<file path="src/rtl/sbg_pkg.sv">
// Package for the step burst generator: register addresses, field widths and
// the shadow register bank type. Assumes the byte layout stays fixed.
package sbg_pkg;

    localparam int BYTE_W      = 8;
    localparam int NUM_REGS    = 4;
    localparam int ADDR_W      = $clog2(NUM_REGS);
    localparam int CNT_W       = 6;
    localparam int SCALE_SHIFT = 2;
    localparam int BURST_W     = CNT_W + SCALE_SHIFT;
    localparam int PERIOD_W    = 15;
    localparam int REF_W       = 4;

    localparam logic [ADDR_W-1:0] A_CTRL   = 2'd0;
    localparam logic [ADDR_W-1:0] A_PER_LO = 2'd1;
    localparam logic [ADDR_W-1:0] A_PER_HI = 2'd2;
    localparam logic [ADDR_W-1:0] A_REFS   = 2'd3;

    // Bit positions inside the control and period-high bytes.
    localparam int DIR_BIT = 7;
    localparam int EN_BIT  = 6;
    localparam int SEL_BIT = 7;

    typedef logic [NUM_REGS-1:0][BYTE_W-1:0] sbg_bank_t;

endpackage

</file>
<file path="src/rtl/sbg_regfile.sv">
// Shadow register bank. Holds the bytes written through the write port.
// Assumes that at most one write arrives per cycle. Its contents reach the
// outputs only through the frame latch.
module sbg_regfile
    import sbg_pkg::*;
(
    input  logic              clk,
    input  logic              rst_n,
    input  logic              wr_en,
    input  logic [ADDR_W-1:0] wr_addr,
    input  logic [BYTE_W-1:0] wr_data,
    output sbg_bank_t         bank
);

    for (genvar gi = 0; gi < NUM_REGS; gi++) begin : g_reg
        logic hit;
        assign hit = wr_en && (wr_addr == ADDR_W'(gi));

        // Capture the write data when this byte is addressed.
        always_ff @(posedge clk) begin
            if (!rst_n) begin
                bank[gi] <= '0;
            end else if (hit) begin
                bank[gi] <= wr_data;
            end
        end
    end

endmodule

</file>
<file path="src/rtl/sbg_frame_latch.sv">
// Working copy of the per-frame static outputs: direction, drive enable and
// the selected current-reference nibble. These load only on a frame strobe.
module sbg_frame_latch
    import sbg_pkg::*;
(
    input  logic             clk,
    input  logic             rst_n,
    input  logic             load,
    input  sbg_bank_t        bank,
    output logic             dir_q,
    output logic             en_q,
    output logic [REF_W-1:0] iref_q
);

    logic [REF_W-1:0] iref_pick;

    // Pick the reference nibble named by the select bit.
    always_comb begin
        if (bank[A_PER_HI][SEL_BIT]) begin
            iref_pick = bank[A_REFS][2*REF_W-1:REF_W];
        end else begin
            iref_pick = bank[A_REFS][REF_W-1:0];
        end
    end

    // Copy the shadow settings into the working state on each frame strobe.
    always_ff @(posedge clk) begin
        if (!rst_n) begin
            dir_q  <= 1'b0;
            en_q   <= 1'b0;
            iref_q <= '0;
        end else if (load) begin
            dir_q  <= bank[A_CTRL][DIR_BIT];
            en_q   <= bank[A_CTRL][EN_BIT];
            iref_q <= iref_pick;
        end
    end

endmodule

</file>
<file path="src/rtl/sbg_pulse_engine.sv">
// Burst engine. On a start strobe it loads a pulse budget and an interval.
// It then raises a one-cycle step at the end of each interval until the
// budget runs out. Assumes start is a single-cycle strobe. An interval of 0
// is treated as 1.
module sbg_pulse_engine
    import sbg_pkg::*;
#(
    parameter int P_W = PERIOD_W,
    parameter int B_W = BURST_W
) (
    input  logic           clk,
    input  logic           rst_n,
    input  logic           start,
    input  logic [B_W-1:0] burst_len,
    input  logic [P_W-1:0] period,
    output logic           step
);

    logic [P_W-1:0] tick_q;
    logic [P_W-1:0] tick_nxt;
    logic [P_W-1:0] period_q;
    logic [P_W-1:0] period_eff;
    logic [B_W-1:0] left_q;
    logic           active_q;
    logic           step_q;
    logic           tick_end;

    // Map a zero interval onto the shortest legal one.
    always_comb begin
        period_eff = (period == '0) ? P_W'(1) : period;
        tick_nxt   = tick_q + 1'b1;
        tick_end   = (tick_nxt == period_q);
    end

    // Interval counter, pulse budget and step register.
    always_ff @(posedge clk) begin
        if (!rst_n) begin
            tick_q   <= '0;
            period_q <= P_W'(1);
            left_q   <= '0;
            active_q <= 1'b0;
            step_q   <= 1'b0;
        end else if (start) begin
            tick_q   <= '0;
            period_q <= period_eff;
            left_q   <= burst_len;
            active_q <= (burst_len != '0);
            step_q   <= 1'b0;
        end else if (active_q) begin
            if (tick_end) begin
                tick_q   <= '0;
                step_q   <= 1'b1;
                left_q   <= left_q - 1'b1;
                active_q <= (left_q != B_W'(1));
            end else begin
                tick_q   <= tick_nxt;
                step_q   <= 1'b0;
            end
        end else begin
            step_q <= 1'b0;
        end
    end

    assign step = step_q;

    // a pulse lasts one cycle when the interval is longer than one cycle.
    a_r5_one_cycle_pulse: assert property (@(posedge clk) disable iff (!rst_n)
        (step_q && period_q > P_W'(1)) |=> !step_q);

    // once the burst is over, the step output stays low.
    a_r9_idle_quiet: assert property (@(posedge clk) disable iff (!rst_n)
        (!active_q && !start) |=> !step_q);

    // every emitted pulse uses up exactly one unit of the budget.
    a_r3_budget_step: assert property (@(posedge clk) disable iff (!rst_n)
        (active_q && !start && tick_end) |=> (step_q && left_q == $past(left_q) - 1'b1));

    // the interval counter never reaches the latched interval.
    a_r4_tick_in_range: assert property (@(posedge clk) disable iff (!rst_n)
        active_q |-> (tick_q < period_q));

endmodule

</file>
<file path="src/rtl/step_burst_gen.sv">
// Top of the framed step pulse generator. Connects the shadow registers, the
// frame latch for the static outputs and the burst engine. The pulse budget
// is the stored count scaled by four, and it is zero when the enable bit is
// clear. Assumes frame_start is a single-cycle strobe.
module step_burst_gen
    import sbg_pkg::*;
(
    input  logic        clk,
    input  logic        rst_n,
    input  logic        wr_en,
    input  logic [1:0]  wr_addr,
    input  logic [7:0]  wr_data,
    input  logic        frame_start,
    output logic        step_o,
    output logic        dir_o,
    output logic        drive_en_o,
    output logic [3:0]  iref_o
);

    sbg_bank_t             bank;
    logic [BURST_W-1:0]    burst_len;
    logic [PERIOD_W-1:0]   period_raw;

    sbg_regfile u_regs (
        .clk     (clk),
        .rst_n   (rst_n),
        .wr_en   (wr_en),
        .wr_addr (wr_addr),
        .wr_data (wr_data),
        .bank    (bank)
    );

    sbg_frame_latch u_latch (
        .clk    (clk),
        .rst_n  (rst_n),
        .load   (frame_start),
        .bank   (bank),
        .dir_q  (dir_o),
        .en_q   (drive_en_o),
        .iref_q (iref_o)
    );

    // Scale the stored count and assemble the interval from its two bytes.
    always_comb begin
        if (bank[A_CTRL][EN_BIT]) begin
            burst_len = {bank[A_CTRL][CNT_W-1:0], {SCALE_SHIFT{1'b0}}};
        end else begin
            burst_len = '0;
        end
        period_raw = {bank[A_PER_HI][PERIOD_W-BYTE_W-1:0], bank[A_PER_LO]};
    end

    sbg_pulse_engine #(
        .P_W (PERIOD_W),
        .B_W (BURST_W)
    ) u_engine (
        .clk       (clk),
        .rst_n     (rst_n),
        .start     (frame_start),
        .burst_len (burst_len),
        .period    (period_raw),
        .step      (step_o)
    );

    // static outputs change only at a frame strobe.
    a_r8_hold_between_frames: assert property (@(posedge clk) disable iff (!rst_n)
        !frame_start |=> ($stable(dir_o) && $stable(drive_en_o) && $stable(iref_o)));

    // a step pulse only occurs in a frame with the drive enabled.
    a_r6_step_needs_enable: assert property (@(posedge clk) disable iff (!rst_n)
        step_o |-> drive_en_o);

endmodule

</file>
<file path="config.mk">
export PLATFORM = sky130hd
export DESIGN_NAME = step_burst_gen
export DESIGN_NICKNAME = d
export VERILOG_FILES = /design/src/rtl/sbg_pkg.sv /design/src/rtl/sbg_regfile.sv /design/src/rtl/sbg_frame_latch.sv /design/src/rtl/sbg_pulse_engine.sv /design/src/rtl/step_burst_gen.sv
export SDC_FILE = /design/constraint.sdc
export NUM_CORES = 1
export LEC_CHECK = 0
export BUFFER_PORTS_ARGS = -buffer_cell sky130_fd_sc_hd__buf_2
export CAP_MARGIN = 20
export CORE_ASPECT_RATIO = 1.25
export CORE_UTILIZATION = 60
export CTS_BUF_LIST = sky130_fd_sc_hd__clkbuf_4 sky130_fd_sc_hd__clkbuf_8 sky130_fd_sc_hd__clkbuf_16
export CTS_CLUSTER_SIZE = 24
export DETAILED_ROUTE_END_ITERATION = 8
export PLACE_DENSITY = 0.77
export RECOVER_POWER = 25
export SLEW_MARGIN = 10
export SYNTH_ARGS = -nofsm -noshare
export SYNTH_HDL_FRONTEND = slang
export SYNTH_SLANG_ARGS = --single-unit
</file>
<file path="constraint.sdc">
create_clock -name clk -period 5 [get_ports clk]
set_input_delay 1.25 -clock clk [delete_from_list [all_inputs] [get_ports clk]]
set_output_delay 1.25 -clock clk [all_outputs]
set_load 0.01 [all_outputs]
</file>
* After elaboration in Yosys (flattened, before gate mapping) *
Cells that the tools add are included.

operators by class
  $add $sub $neg = 2
  equality and inequality tests = 5
  mux-type cells = 11
  bitwise gates (word level) = 2
  reductions and logical operators = 12

operators with widths
  cell                                                   number
  2-to-1 mux 8 bit                                       4
  2-to-1 mux 15 bit                                      2
  adder 15 x 1 -> 15 bit, second input constant          1
  == test 15 bit                                         1
  logical NOT 15 bit                                     1
  inequality test 8 x 1 -> 1 bit, second input constant  1
  nonzero test 8 bit                                     1
  subtractor 8 x 1 -> 8 bit, second input constant       1
  == test 2 bit, second input constant                   2
  logical AND 1 bit                                      4
  2-to-1 mux 1 bit                                       4
  2-to-1 mux 4 bit                                       1
  nonzero test 2 bit                                     2
  OR reduction 3 bit                                     1
  == test 2 x 1 -> 1 bit, second input constant          1
  logical NOT 2 bit                                      1
  inverter 1 bit                                         2
  AND reduction 2 bit                                    1
  OR reduction 2 bit                                     1

storage, ports and cells
  bits in registers = 78
  input port bits = 14
  logic and storage cells = 44

* Logic depth before layout (Yosys ltp) *
  depth after elaboration = 5
  depth in mapped cells = 9
  mapped depth without buffers = 8

* Modules after synthesis *
A second synthesis with hierarchy kept.

second synthesis, totals
  cell total of the unflattened synthesis = 438
  area, all modules = 3933.8 um2

by module, submodules not included
  module            times used  cells each  area each (um2)  sequential area each (um2)
  sbg_pulse_engine  1           292         2469.9           800.8
  sbg_regfile       1           115         1177.4           640.6
  sbg_frame_latch   1           24          245.2            120.1
  step_burst_gen    1           7           41.3             0.0

* Worst setup path after synthesis *
No wires, ideal clock.

  path kind = reg2reg
  from = register u_engine.tick_q[0]
  to = register u_engine.tick_q[1]
  library setup time = 0.115 ns
  data arrival time = 2.402 ns
  data required time = 4.885 ns
  slack = 2.483 ns
  stages on the path, launching flop included = 10
  buffers on the path = 1
  cells stage by stage = dfxtp_1 > ha_1 > nand3_1 > or2_1 > o41ai_2 > o21ai_0 > nor4_1 > buf_4 > nor3b_1 > o21a_1

between the ends
  cells in the longest elaborated chain, start to end = 3

RTL lines
  what                        RTL line                RTL
  start: declaration          sbg_pulse_engine.sv:19  logic [P_W-1:0] tick_q;
  start signal: assignment    sbg_pulse_engine.sv:56  tick_q <= tick_nxt;
  adder 15 x 1 -> 15 bit (*)  sbg_pulse_engine.sv:31  tick_nxt = tick_q + 1'b1;
  == test 15 bit              sbg_pulse_engine.sv:32  tick_end = (tick_nxt == period_q);
  2-to-1 mux 15 bit (*)       sbg_pulse_engine.sv:50  if (tick_end) begin

Mark *: on every way between the ends. The rest lies on a longest branch, timed or not.
A chain may end at the register's enable or synchronous reset.

* Final worst setup path *
  from = input port frame_start
  to = register u_engine.left_q[5]

between the ends
  cells in the longest elaborated chain, start to end = 2

RTL lines
  what                           RTL line                RTL
  start: declaration             step_burst_gen.sv:13    input logic frame_start,
  nonzero test 2 bit (no line)   -
  AND reduction 2 bit (no line)  -
  end signal: assignment         sbg_pulse_engine.sv:46  left_q <= burst_len;
  end signal: assignment         sbg_pulse_engine.sv:53  left_q <= left_q - 1'b1;
  end: declaration               sbg_pulse_engine.sv:23  logic [B_W-1:0] left_q;

Parallel ways exist; a longest one is shown, timed or not.

==> summary.txt <==
Run status
  – Outcome: finished, violations left
  – Failing checks: capacitance limit, slew limit

Critical path
  – Worst-path cell chain: buf_2 -> clkbuf_1 -> nand2b_1 -> nor4_1 -> a221o_1
  – Worst Setup Start Kind: input port
  – Worst Path Required: 5.23 ns
  – Crit path max-delay cell type: clkbuf_1
  – Worst path max stage delay: 1.57 ns
  – CP Capture Type: flop
  – WP buf/inv: 2
  – Top Family by Delay on Critical Path: buffers and inverters
  – Worst setup path class: input port to flop
  – CP arrival: between 4 and 5 ns
  – CP Max Fanout: 48

Cells and area
  – Finished Core Util: 67.6%
  – Layout cells sized above 1: ~10%
  – Fin nets: 441
  – Most common cell after layout, fill and taps aside: dfxtp_1
  – Most frequent cells in the layout: dfxtp_1 (78), mux2i_1 (54), nor2b_1 (50)
  – Synthesis-to-layout area growth: 8.09%
  – Diode count: 0

Clocking
  – TritonCTS clock tree: built
  – Setup repair bufs after CTS: 0
  – Hold-fix buffers at CTS: 0
  – Clk_lat worst skew: 0.35 ns
  – CTS root buf: clkbuf_8
  – Post_cts resized: 0
  – Clock sink count: just under 80
  – Clock Pin Slew Worst Setup and Hold Paths: 0.09 ns
  – Clk buf depth: 2
  – H-tree Lvls: 3
  – Num CTS Buffers: 9

GRT
  – Grt ovf: 0
  – Total track usage: 25.8%
  – Global-route wire length before repair: 13.4 mm
  – Largest net degree at the start of global routing: 67
  – Initial antenna violation count: 0
  – Vias in the first global route: roughly 2.8k

Synthesis
  – Yosys reg bits: 78
  – Sequential area share after synthesis: around two fifths
  – Syn_area_per_cell: 9.30 µm²
  – YS warnings: 0
  – Synth unique cells: 54
  – Prevailing post-synth register cell: dfxtp_1
  – Gate Count Post-Synth: 417
  – Post-synth EDFFs: 0
  – Synth Cell Area: 0.00388 mm²
  – Synth Net Count: around 430
  – Ys async rst share: 0%

Power and ir drop
  – Maximum VDD drop: 0.307 mV
  – LEAKAGE: around 1.7 nW
  – Power Total: 1.24 mW
  – Power Dens Cells: 295 mW/mm²

Floorplan
  – FP Rows: 32
  – Ports: 21
  – Initial core utilization: between 60% and 70%
  – Die area: slightly below 0.007 mm²
  – Core ar.: 0.00621 mm²
  – Die Wd: approximately 74 µm
  – Die Y: about 92 µm

Place
  – I/O Buffers: 20
  – Gpl congestion: 0.810
  – DPL Wire Length: 5.36 mm
  – Dpl ws: 1.91 ns

Route
  – Drt pass-1 iters: 4
  – WL per Instance: 15.2 µm
  – Vias: 2941
  – WL final: approximately 7.8 mm
  – Remaining DRCs: 0
  – ANT nets after route: 0
  – DR iter-0 viols: 152
  – Via/cell ratio: 5.72

Timing
  – Clock Skew: 0.0132 ns
  – Total Neg Setup Slack: 0 ns
  – RSZ-0062 raised after global routing: false
  – F_max: 260 MHz
  – # setup viols final: 0
  – Slew headroom: -48.2%
  – Period utilisation layout: 76.9%
  – Minimum clock period: 3.85 ns
  – Worst-margin pin slew: 2.22 ns
  – Final number of hold-violating endpoints: 0
  – Setup WS post-layout: 1.15 ns
  – Pins Over Slew Limit: 49

Flow run
  – Reported max-cap violation count: 1

Min path
  – Worst min-delay path class: flop to flop
logic make-up after synthesis:
group	after synthesis	synth area share (%)
adders and majority gates	3	0.968
muxes	54	13.9
and+or+nand+nor	165	24.5
buffers and inverters	34	3.55
AOI/OAI and AO/OA	51	9.55
DFF	78	40.2
xor gates and xnor gates	32	7.22
area by class of cell:
| cell class | instances | area, µm² |
|---|---|---|
| inverter | 6 | 22.5 |
| clock buffer | 10 | 131 |
| multi-input combinational | 305 | 2180 |
| tap | 85 | 106 |
| timing repair buffer | 24 | 121 |
| sequential | 78 | 1560 |
| clock inverter | 6 | 70.1 |
| fill | 503 | 2010 |
synthesized netlist by cell type (9+ instances only):
master | count | area (µm²)
nor2b_1 | 50 | 313
nor2_1 | 10 | 37.5
mux2i_1 | 54 | 541
a21oi_1 | 9 | 45.0
clkbuf_1 | 21 | 78.8
xor2_1 | 12 | 105
xnor2_1 | 20 | 175
nor4_1 | 10 | 62.6
nand2_1 | 33 | 124
nor3_1 | 10 | 50.1
nand3_1 | 9 | 45.0
o21ai_0 | 9 | 45.0
dfxtp_1 | 78 | 1560
power breakdown:
part	switching (mW)	leakage [nW]	total (mW)	internal, mW
combinational	0.0601	0.931	0.109	0.0485
clock	0.241	0.0929	0.481	0.240
sequential	0.0125	0.632	0.649	0.636
state kept, by name, indices dropped and copies added, names as in the netlist:
signal,count
u_engine.step,1
u_latch.en_q,1
u_engine.left_q,8
u_engine.tick_q,15
u_regs.bank,32
u_engine.period_q,15
u_engine.active_q,1
u_latch.iref_q,4
u_latch.dir_q,1
per-stage QoR:
| step | cells | cell area [µm²] | hold slack (ns) |
|---|---|---|---|
| after detailed placement | 498 | 4000 | 0.463 |
| after global placement | 498 | 4000 | 0.459 |
| final | 514 | 4190 | 0.485 |
| after floorplan | 417 | 3880 | 0.460 |
| after CTS | 514 | 4200 | 0.489 |
| after global routing | 514 | 4190 | 0.502 |
worst paths after layout:
| path | from | endpoint | slack (ns) | cells after the start |
|---|---|---|---|---|
| hold / removal | u_latch.iref_q[3] | u_latch.iref_q[3] | 0.49 | 1 |
| setup / recovery | frame_start | u_engine.left_q[5] | 1.15 | 5 |
| setup reg to reg | u_engine.tick_q[0] | u_engine.left_q[5] | 1.89 | 8 |
| hold reg to reg | u_latch.iref_q[3] | u_latch.iref_q[3] | 0.49 | 1 |
metal layers:
layer,track usage [%],wire [µm],part of all wire [%]
met1,34.2,3720,48
met2,41.3,3770,48
met3,4.95,214,2.7
met4,8.97,96,1.2
met5,0,0,0
worst register-to-register path, cell delays in order, from the launching register on:
cell,delay (ns)
dfxtp_1,0.47
ha_1,0.26
nand3_1,0.27
or2_1,0.37
o41ai_2,0.35
o211ai_1,0.18
nor4_4,0.69
nor2_1,0.12
a221o_1,0.28
Note: power is estimated with default switching activity, not from simulation.
